<file path="src/rtl/gcd_pkg.sv">
package gcd_pkg;

  // Controller states: only the states that do work remain.
  typedef enum logic [2:0] {
    S_IDLE = 3'd0,
    S_LOAD = 3'd1,
    S_CMP  = 3'd2,
    S_SUBX = 3'd3,
    S_SUBY = 3'd4
  } gcd_state_e;

endpackage

</file>
<file path="src/rtl/gcd_ctrl.sv">
module gcd_ctrl
  import gcd_pkg::*;
(
  input  logic       clk,
  input  logic       rst,
  input  logic       go_i,
  input  logic       finish,
  input  logic       x_lt_y,
  output logic       ld,
  output logic       sub_x,
  output logic       sub_y,
  output logic       wr_res
);

  gcd_state_e state_q, state_d;

  always_ff @(posedge clk) begin
    if (rst) state_q <= S_IDLE;
    else     state_q <= state_d;
  end

  always_comb begin
    state_d = state_q;
    unique case (state_q)
      S_IDLE:  state_d = go_i ? S_LOAD : S_IDLE;
      S_LOAD:  state_d = S_CMP;
      S_CMP: begin
        if (finish)      state_d = S_IDLE;
        else if (x_lt_y) state_d = S_SUBY;
        else             state_d = S_SUBX;
      end
      S_SUBX:  state_d = S_CMP;
      S_SUBY:  state_d = S_CMP;
      default: state_d = S_IDLE;
    endcase
  end

  // Named control events, brought out for the datapath and the assertions.
  assign ld     = (state_q == S_LOAD);
  assign sub_x  = (state_q == S_SUBX);
  assign sub_y  = (state_q == S_SUBY);
  assign wr_res = (state_q == S_CMP) && finish;

  // idle holds while no request is seen
  a_r2_idle_holds: assert property (@(posedge clk) disable iff (rst)
    (state_q == S_IDLE && !go_i) |=> (state_q == S_IDLE));

  // the load step always goes to compare
  a_r3_load_then_cmp: assert property (@(posedge clk) disable iff (rst)
    ld |=> (state_q == S_CMP));

  // no new load can begin unless the previous cycle was idle
  a_r8_busy_no_restart: assert property (@(posedge clk) disable iff (rst)
    (state_q != S_IDLE) |=> !ld);

  // every subtract step returns straight to compare
  a_r4_sub_returns: assert property (@(posedge clk) disable iff (rst)
    (sub_x || sub_y) |=> (state_q == S_CMP));

endmodule

</file>
<file path="src/rtl/gcd_datapath.sv">
module gcd_datapath #(
  parameter int W = 8
) (
  input  logic         clk,
  input  logic         rst,
  input  logic [W-1:0] x_i,
  input  logic [W-1:0] y_i,
  input  logic         ld,
  input  logic         sub_x,
  input  logic         sub_y,
  input  logic         wr_res,
  output logic         finish,
  output logic         x_lt_y,
  output logic [W-1:0] d_o,
  output logic         done
);

  localparam logic [W-1:0] ZERO = '0;

  logic [W-1:0] x_q, y_q;
  logic [W-1:0] minu, subt, diff;
  logic         eq, any_zero;
  logic         armed;

  // Result choice: a zero operand yields the other; equal values yield x.
  function automatic logic [W-1:0] pick_result(input logic [W-1:0] a,
                                               input logic [W-1:0] b);
    if (b == ZERO) return a;
    if (a == ZERO) return b;
    return a;
  endfunction

  // The single shared subtractor; its operands are swapped by the step kind.
  function automatic logic [W-1:0] shared_sub(input logic [W-1:0] p,
                                              input logic [W-1:0] q);
    return p - q;
  endfunction

  assign eq       = (x_q == y_q);
  assign any_zero = (x_q == ZERO) || (y_q == ZERO);
  assign finish   = eq || any_zero;
  assign x_lt_y   = (x_q < y_q);

  assign minu = sub_y ? y_q : x_q;
  assign subt = sub_y ? x_q : y_q;
  assign diff = shared_sub(minu, subt);

  always_ff @(posedge clk) begin
    if (rst) begin
      x_q <= ZERO;
      y_q <= ZERO;
    end else if (ld) begin
      x_q <= x_i;
      y_q <= y_i;
    end else if (sub_x) begin
      x_q <= diff;
    end else if (sub_y) begin
      y_q <= diff;
    end
  end

  always_ff @(posedge clk) begin
    if (rst) begin
      d_o  <= ZERO;
      done <= 1'b0;
    end else begin
      done <= wr_res;
      if (wr_res) d_o <= pick_result(x_q, y_q);
    end
  end

  // Arms the history-based checks two edges after reset.
  always_ff @(posedge clk) begin
    if (rst) armed <= 1'b0;
    else     armed <= 1'b1;
  end

  // done never lasts two cycles
  a_r7_done_single: assert property (@(posedge clk) disable iff (rst)
    done |=> !done);

  // d_o moves only together with done
  a_r7_result_held: assert property (@(posedge clk) disable iff (rst || !armed)
    (d_o != $past(d_o)) |-> done);

  // a subtract step always removes the smaller value from the larger one
  a_r4_sub_x_order: assert property (@(posedge clk) disable iff (rst)
    sub_x |-> (y_q < x_q) && (y_q != ZERO));
  a_r4_sub_y_order: assert property (@(posedge clk) disable iff (rst)
    sub_y |-> (x_q < y_q) && (x_q != ZERO));

  // a step writes only its target register, via the shared unit
  a_r10_x_step: assert property (@(posedge clk) disable iff (rst || !armed)
    sub_x |=> (x_q == $past(x_q) - $past(y_q)) && (y_q == $past(y_q)));
  a_r10_y_step: assert property (@(posedge clk) disable iff (rst || !armed)
    sub_y |=> (y_q == $past(y_q) - $past(x_q)) && (x_q == $past(x_q)));

  // a zero operand always ends the loop
  a_r6_zero_ends: assert property (@(posedge clk) disable iff (rst)
    (any_zero && !ld && !sub_x && !sub_y) |-> finish);

  // no two control events at once
  a_r1_ctrl_onehot: assert property (@(posedge clk) disable iff (rst)
    $onehot0({ld, sub_x, sub_y, wr_res}));

endmodule

</file>
<file path="src/rtl/gcd_engine.sv">
module gcd_engine #(
  parameter int W = 8
) (
  input  logic         clk,
  input  logic         rst,
  input  logic         go_i,
  input  logic [W-1:0] x_i,
  input  logic [W-1:0] y_i,
  output logic [W-1:0] d_o,
  output logic         done
);

  logic ld, sub_x, sub_y, wr_res, finish, x_lt_y;

  gcd_ctrl u_ctrl (
    .clk    (clk),
    .rst    (rst),
    .go_i   (go_i),
    .finish (finish),
    .x_lt_y (x_lt_y),
    .ld     (ld),
    .sub_x  (sub_x),
    .sub_y  (sub_y),
    .wr_res (wr_res)
  );

  gcd_datapath #(.W(W)) u_dp (
    .clk    (clk),
    .rst    (rst),
    .x_i    (x_i),
    .y_i    (y_i),
    .ld     (ld),
    .sub_x  (sub_x),
    .sub_y  (sub_y),
    .wr_res (wr_res),
    .finish (finish),
    .x_lt_y (x_lt_y),
    .d_o    (d_o),
    .done   (done)
  );

  // a result can only appear after a run was started
  a_r2_done_needs_run: assert property (@(posedge clk) disable iff (rst)
    wr_res |-> !ld);

endmodule

</file>
<file path="config.mk">
export PLATFORM = sky130hd
export DESIGN_NAME = gcd_engine
export DESIGN_NICKNAME = d
export VERILOG_FILES = /design/src/rtl/gcd_pkg.sv /design/src/rtl/gcd_ctrl.sv /design/src/rtl/gcd_datapath.sv /design/src/rtl/gcd_engine.sv
export SDC_FILE = /design/constraint.sdc
export NUM_CORES = 1
export LEC_CHECK = 0
export BUFFER_PORTS_ARGS = -buffer_cell sky130_fd_sc_hd__buf_4
export CAP_MARGIN = 10
export CORE_AREA = 2 2 55 68
export DETAILED_ROUTE_END_ITERATION = 16
export DIE_AREA = 0 0 57 70
export GPL_TIMING_DRIVEN = 0
export PLACE_DENSITY = 0.81
export SLEW_MARGIN = 20
export SYNTH_ARGS = -nofsm -noshare
export SYNTH_HDL_FRONTEND = slang
export SYNTH_SLANG_ARGS = --single-unit
</file>
<file path="constraint.sdc">
create_clock -name clk -period 6.8 [get_ports clk]
set_input_delay 0.34 -clock clk [delete_from_list [all_inputs] [get_ports clk]]
set_output_delay 0.34 -clock clk [all_outputs]
set_load 0.05 [all_outputs]
</file>
==> results of run 1 <==
-- metrics by stage --
stage | cell area [um2] | util [%] | power, W | cells | hold WS (ns)
after floorplan | 1770 | - | 0.000339 | 214 | 0.423
after global placement | 2020 | 59.0 | 0.000388 | 280 | 0.489
after detailed placement | 2020 | 59.0 | 0.000391 | 280 | 0.493
after CTS | 2080 | 60.6 | 0.000497 | 284 | 0.262
after global routing | 2080 | 60.6 | 0.000524 | 284 | 0.266
final | 2080 | 60.6 | 0.000499 | 284 | 0.257
-- state kept, by name (all words and copies together) (netlist names) --
| signal | count |
|---|---|
| u_ctrl.state_q | 3 |
| u_dp.y_q | 8 |
| u_dp.done | 1 |
| u_dp.x_q | 8 |
| u_dp.d_o | 8 |
-- layout by cell type, fill, tap and decap left out, types with 2 or more instances in the layout --
cell type,n
dfxtp_1,28
a211oi_1,12
or4_4,2
buf_4,28
nor4_1,2
xor2_1,3
ha_1,9
a21oi_1,25
mux2i_1,8
inv_1,12
buf_6,2
o21a_1,3
nand2_1,17
nor2_1,24
o211ai_1,4
o21ai_0,6
nand2b_1,8
a31oi_1,2
nor3_1,2
nand4bb_1,2
and4_1,2
and3_1,2
nand4_1,2
o22a_1,2
nor2b_1,3
clkbuf_1,4
xnor2_1,3
clkbuf_8,4
a22oi_1,6
-- report_power, final --
group	switching (W)	total (W)	internal (W)	leakage, nW
clock network	0.0000553	0.000107	0.0000520	0.0288
registers	0.0000177	0.000195	0.000178	0.229
logic	0.000116	0.000196	0.0000808	0.523
total	0.000189	0.000499	0.000310	0.781
-- per-layer routing --
layer / global-route usage [%] / vias up / share of wire (%)
li1: - / 849 / -
met1: 34.0 / 839 / 43
met2: 43.2 / 61 / 50
met3: 2.22 / 8 / 5.4
met4: 8.53 / 0 / 1.9
met5: 0 / - / 0
-- cell families (layout without fill, tap and decap cells) --
logic type / after synthesis / count (layout) / synth area share (%)
XOR/XNOR: 6 / 6 / 2.97
AND/OR/NAND/NOR: 71 / 71 / 21.3
flip-flops: 28 / 28 / 31.7
adder cells (fa/ha/maj): 9 / 9 / 6.37
buffers and inverters: 20 / 51 / 5.30
AO/OA/AOI/OAI: 71 / 71 / 27.2
multiplexers: 9 / 9 / 5.16
-- cell type report --
cell class | count | area share (%)
buffer | 8 | 2.35
timing repair buffer | 27 | 9.76
sequential | 28 | 27.0
clock buffer | 4 | 2.65
multi-input combinational | 166 | 53.7
tap | 39 | 2.35
inverter | 12 | 2.17
-- path summary, 6_finish.rpt --
| kind | startpoint | end | slack (ns) | cells after the start |
|---|---|---|---|---|
| worst max-delay path | u_ctrl.state_q[2] | u_dp.x_q[6] | 3.75 | 12 |
| worst min-delay path | rst | u_ctrl.state_q[0] | 0.26 | 2 |
| worst max register to register | u_ctrl.state_q[2] | u_dp.x_q[6] | 3.75 | 12 |
| worst min register to register | u_dp.d_o[2] | u_dp.d_o[2] | 0.50 | 2 |
==> impl_metrics.env, run 1 <==
export IMPL_synth_top_area_share_pct=31.7
export IMPL_synth_flop_cell="dfxtp_1"
export IMPL_synthCells=214
export IMPL_viasPerCell=6.19
export IMPL_cts_buffers=3
export IMPL_crit_chain="nor3b_2 -> buf_6 -> clkbuf_1 -> o22a_1 -> ha_1 -> inv_1 -> o221ai_1 -> a211oi_1 -> o31ai_1 -> xor2_1 -> mux2i_1 -> a21oi_1"
export IMPL_synth_area_leaders="dfxtp_1 32%, a21oi_1 7.1%, ha_1 6.4%"
export IMPL_path_buf_inv=3
export IMPL_wl_per_cell_um=17.3
export IMPL_synthMostInstantiatedCell="dfxtp_1"
export IMPL_vias=1757
export IMPL_post_route_period_util_pct=44.9
export IMPL_hold_class="primary input to flop"
export IMPL_setup_ws_ns=3.75
export IMPL_start_kind="flop"
export IMPL_clock_tree_root_cell="clkbuf_8"
export IMPL_gr_total_overflow=0
export IMPL_htreeDepth=1
export IMPL_synth_commonest_cells="28 x dfxtp_1, 25 x a21oi_1, 24 x nor2_1"
export IMPL_cp_slowest_stage_delay_ns=0.46
export IMPL_timing_slew_headroom_pct=45.9
export IMPL_ys_warnings_count=0
export IMPL_start_util_pct=51.7
export IMPL_die_h_um=70
export IMPL_dpl_hpwl_um=3630
export IMPL_numPortBuffers=27
export IMPL_cts_resized=0
export IMPL_synth_async_reset_ratio_pct=0
export IMPL_synth_area_um2=1770
export IMPL_finalClockSkew_ns=0.00990
export IMPL_p_leak_nw=0.781
export IMPL_final_layout_size_suffix_gt1_share_pct=17.6
export IMPL_cts_tree="built"
export IMPL_holdBufCountCts=0
export IMPL_synth_seq_cells=28
export IMPL_die_area_um2=3990
export IMPL_diodes=0
export IMPL_place_ws_ns=3.87
export IMPL_area_delta_synth_final_pct=17.3
export IMPL_cts_setup_buffers=0
export IMPL_syn_num_nets=242
export IMPL_worstSetupPathType="flop to flop"
export IMPL_period_minus_slack_ns=3.05
export IMPL_fmax_mhz=327
export IMPL_synth_top_area_cell="dfxtp_1"
export IMPL_grt_usage_pct=25.6
export IMPL_rows=24
export IMPL_firstDrtPassIters=4
export IMPL_grt_pass1_wl_um=8000
export IMPL_run_status="complete, no violations"
export IMPL_slew_violations=0
export IMPL_crit_path_end_kind="flop"
export IMPL_synth_avg_cell_area_um2=8.27
export IMPL_clock_latency_ns=0.28
export IMPL_register_area_um2=561
export IMPL_crit_required_ns=7.01
export IMPL_fin_nets=274
export IMPL_crit_arrival_ns=3.27
export IMPL_clk_pin_slew_ns=0.10
export IMPL_core_area_um2=3420
export IMPL_worst_path_max_fanout=10
export IMPL_rsz0062_at_grt="false"
export IMPL_ys_types=46
export IMPL_hold_viol_final=0
export IMPL_antenna_found_initial=0
export IMPL_clock_sinks=28
export IMPL_die_x_um=57
export IMPL_synth_edf_count=0
export IMPL_antenna_left=0
export IMPL_finalSetupViolCount=0
export IMPL_first_iter_violations=77
export IMPL_drv_cap=0
export IMPL_drc=0
export IMPL_grt_pass1_vias=1719
export IMPL_worstMarginPinSlew_ns=0.809
export IMPL_grt_max_degree=16
export IMPL_ios=28
export IMPL_tns_ns=0
export IMPL_seq_area_frac_synth_pct=31.7
export IMPL_postRouteWirelength_um=4910
export IMPL_crit_family="compound AO/OA/AOI/OAI gates"
export IMPL_multi_input_area_um2=1110
export IMPL_nFillCells=337
export IMPL_clockBufferDepth=2
export IMPL_crit_slowest_cell="clkbuf_1"
export IMPL_gp_congestion=0.941
export IMPL_power_density_nw_per_um2=240
export IMPL_ir_drop_v=0.000139
(Power assumes the default switching activity.)
==> inputs of run 2 (changes only) <==
Settings changed: CORE_AREA 2 2 55 68 to 2 2 57 70, DIE_AREA 0 0 57 70 to 0 0 59 72, PLACE_DENSITY 0.81 to 0.8.
Clock period 6.8 ns to 2.6 ns, I/O delays scaled along.
==> run 2 against run 1 <==
Largest power group unchanged. Sequential share of layout area down 0.61 points. First-iteration DRC count grew 14%. Largest cell class unchanged. Cell area grew 3.0%. Combinational power grew to 2.7 times the previous value. Highest routed layer unchanged. Final cell count rose by 1.1%. Maximum frequency rose by 19%. Non-clock buffer count is 3 higher.
==> impl_metrics.env, run 2 (synthesized netlist as in run 1, its figures left out) <==
export IMPL_hold_class="primary input to flop"
export IMPL_grt_pass1_wl_um=7460
export IMPL_clock_tree_root_cell="clkbuf_8"
export IMPL_area_delta_synth_final_pct=20.9
export IMPL_holdBufCountCts=0
export IMPL_crit_path_end_kind="flop"
export IMPL_post_route_period_util_pct=98.8
export IMPL_grt_pass1_vias=1598
export IMPL_power_density_nw_per_um2=649
export IMPL_wl_per_cell_um=16.3
export IMPL_clock_sinks=28
export IMPL_worst_path_max_fanout=10
export IMPL_place_ws_ns=-0.350
export IMPL_gp_congestion=0.932
export IMPL_run_status="complete, no violations"
export IMPL_rsz0062_at_grt="true"
export IMPL_die_h_um=72
export IMPL_drc=0
export IMPL_core_area_um2=3540
export IMPL_firstDrtPassIters=4
export IMPL_first_iter_violations=88
export IMPL_die_area_um2=4250
export IMPL_die_x_um=59
export IMPL_worstMarginPinSlew_ns=0.800
export IMPL_finalClockSkew_ns=0.00344
export IMPL_hold_viol_final=0
export IMPL_finalSetupViolCount=0
export IMPL_reg2reg_from="u_ctrl.state_q[2]"
export IMPL_crit_family="compound AO/OA/AOI/OAI gates"
export IMPL_timing_slew_headroom_pct=46.4
export IMPL_start_util_pct=49.9
export IMPL_crit_slowest_cell="dfxtp_2"
export IMPL_clock_latency_ns=0.28
export IMPL_setup_ws_ns=0.0307
export IMPL_mostFrequentLayoutCell="buf_4"
export IMPL_antenna_found_initial=0
export IMPL_cts_buffers=3
export IMPL_multi_input_area_um2=1130
export IMPL_diodes=0
export IMPL_rows=24
export IMPL_dpl_hpwl_um=3430
export IMPL_nFillCells=321
export IMPL_crit_arrival_ns=2.77
export IMPL_grt_usage_pct=22.8
export IMPL_crit_required_ns=2.80
export IMPL_cp_slowest_stage_delay_ns=0.37
export IMPL_final_layout_size_suffix_gt1_share_pct=21.0
export IMPL_p_leak_nw=0.811
export IMPL_dp_cells=280
export IMPL_fin_cells=287
export IMPL_htreeDepth=1
export IMPL_period_minus_slack_ns=2.57
export IMPL_clk_pin_slew_ns=0.10
export IMPL_ir_drop_v=0.000314
export IMPL_worstHoldStart="rst"
export IMPL_start_kind="flop"
export IMPL_crit_path_start="u_ctrl.state_q[2]"
export IMPL_fin_util_pct=60.3
export IMPL_cts_tree="built"
export IMPL_gr_total_overflow=0
export IMPL_worstSetupPathType="flop to flop"
export IMPL_postRouteWirelength_um=4690
export IMPL_crit_chain="nor3b_4 -> buf_6 -> buf_4 -> o22a_1 -> ha_1 -> inv_1 -> o221ai_1 -> a211oi_2 -> nor2_1 -> xor2_1 -> mux2i_1 -> a211oi_1"
export IMPL_fin_nets=277
export IMPL_slew_violations=0
export IMPL_ios=28
export IMPL_grt_max_degree=17
export IMPL_layout_common_cells="32 x buf_4, 25 x a21oi_1, 25 x dfxtp_1, 24 x nor2_1, 17 x nand2_1"
export IMPL_fmax_mhz=389
export IMPL_clockBufferDepth=2
export IMPL_path_buf_inv=3
export IMPL_vias=1739
export IMPL_viasPerCell=6.06
export IMPL_largestRegisters="u_dp.d_o: 8 flops, u_dp.x_q: 8 flops, u_dp.y_q: 8 flops"
export IMPL_drv_cap=0
export IMPL_antenna_left=0
export IMPL_numPortBuffers=27
export IMPL_register_area_um2=564
run 2: area by class of cell:
type                       count  area share, %
clock buffer                   3           1.93
inverter                      12           2.11
timing repair buffer          30           10.5
clock inverter                 1           1.40
buffer                         8           2.46
sequential                    28           26.4
tap                           39           2.28
multi-input combinational    166           52.9
run 2: worst paths after layout:
| check | to | slack, ns | cells past startpoint |
|---|---|---|---|
| worst max-delay path | u_dp.x_q[4] | 0.03 | 12 |
| worst min-delay path | u_ctrl.state_q[0] | 0.04 | 2 |
| worst max register to register | u_dp.x_q[4] | 0.03 | 12 |
| worst min register to register | u_dp.d_o[7] | 0.50 | 2 |
run 2: stage by stage:
stage	total power, W	hold slack [ns]	TNS (ns)	cell area (um2)
2_1_floorplan	0.000886	0.213	0	1770
3_3_place_gp	0.00101	0.347	-1.07	2020
3_5_place_dp	0.00102	0.350	-1.13	2020
4_1_cts	0.00137	0.0446	0	2110
5_1_grt	0.00145	0.0594	-0.0791	2140
6_report	0.00139	0.0449	0	2140
run 2: routing by layer:
layer,track usage [%],routed length (um)
met1,31.4,2050
met2,37.5,2320
met3,1.60,267
met4,7.58,57
met5,0,0
run 2: report_power, final:
group	switching (W)	internal (W)
clock	0.000146	0.000206
combinational	0.000307	0.000217
sequential	0.0000449	0.000466
total	0.000498	0.000889
run 2: what timing repair did:
| action | 4_1_cts | 5_1_grt |
|---|---|---|
| setup endpoints to repair | 4 | 3 |
| gates cloned | 0 | 0 |
| pin swaps | 0 | 2 |
| gates resized for setup | 6 | 3 |
| setup buffers | 0 | 3 |
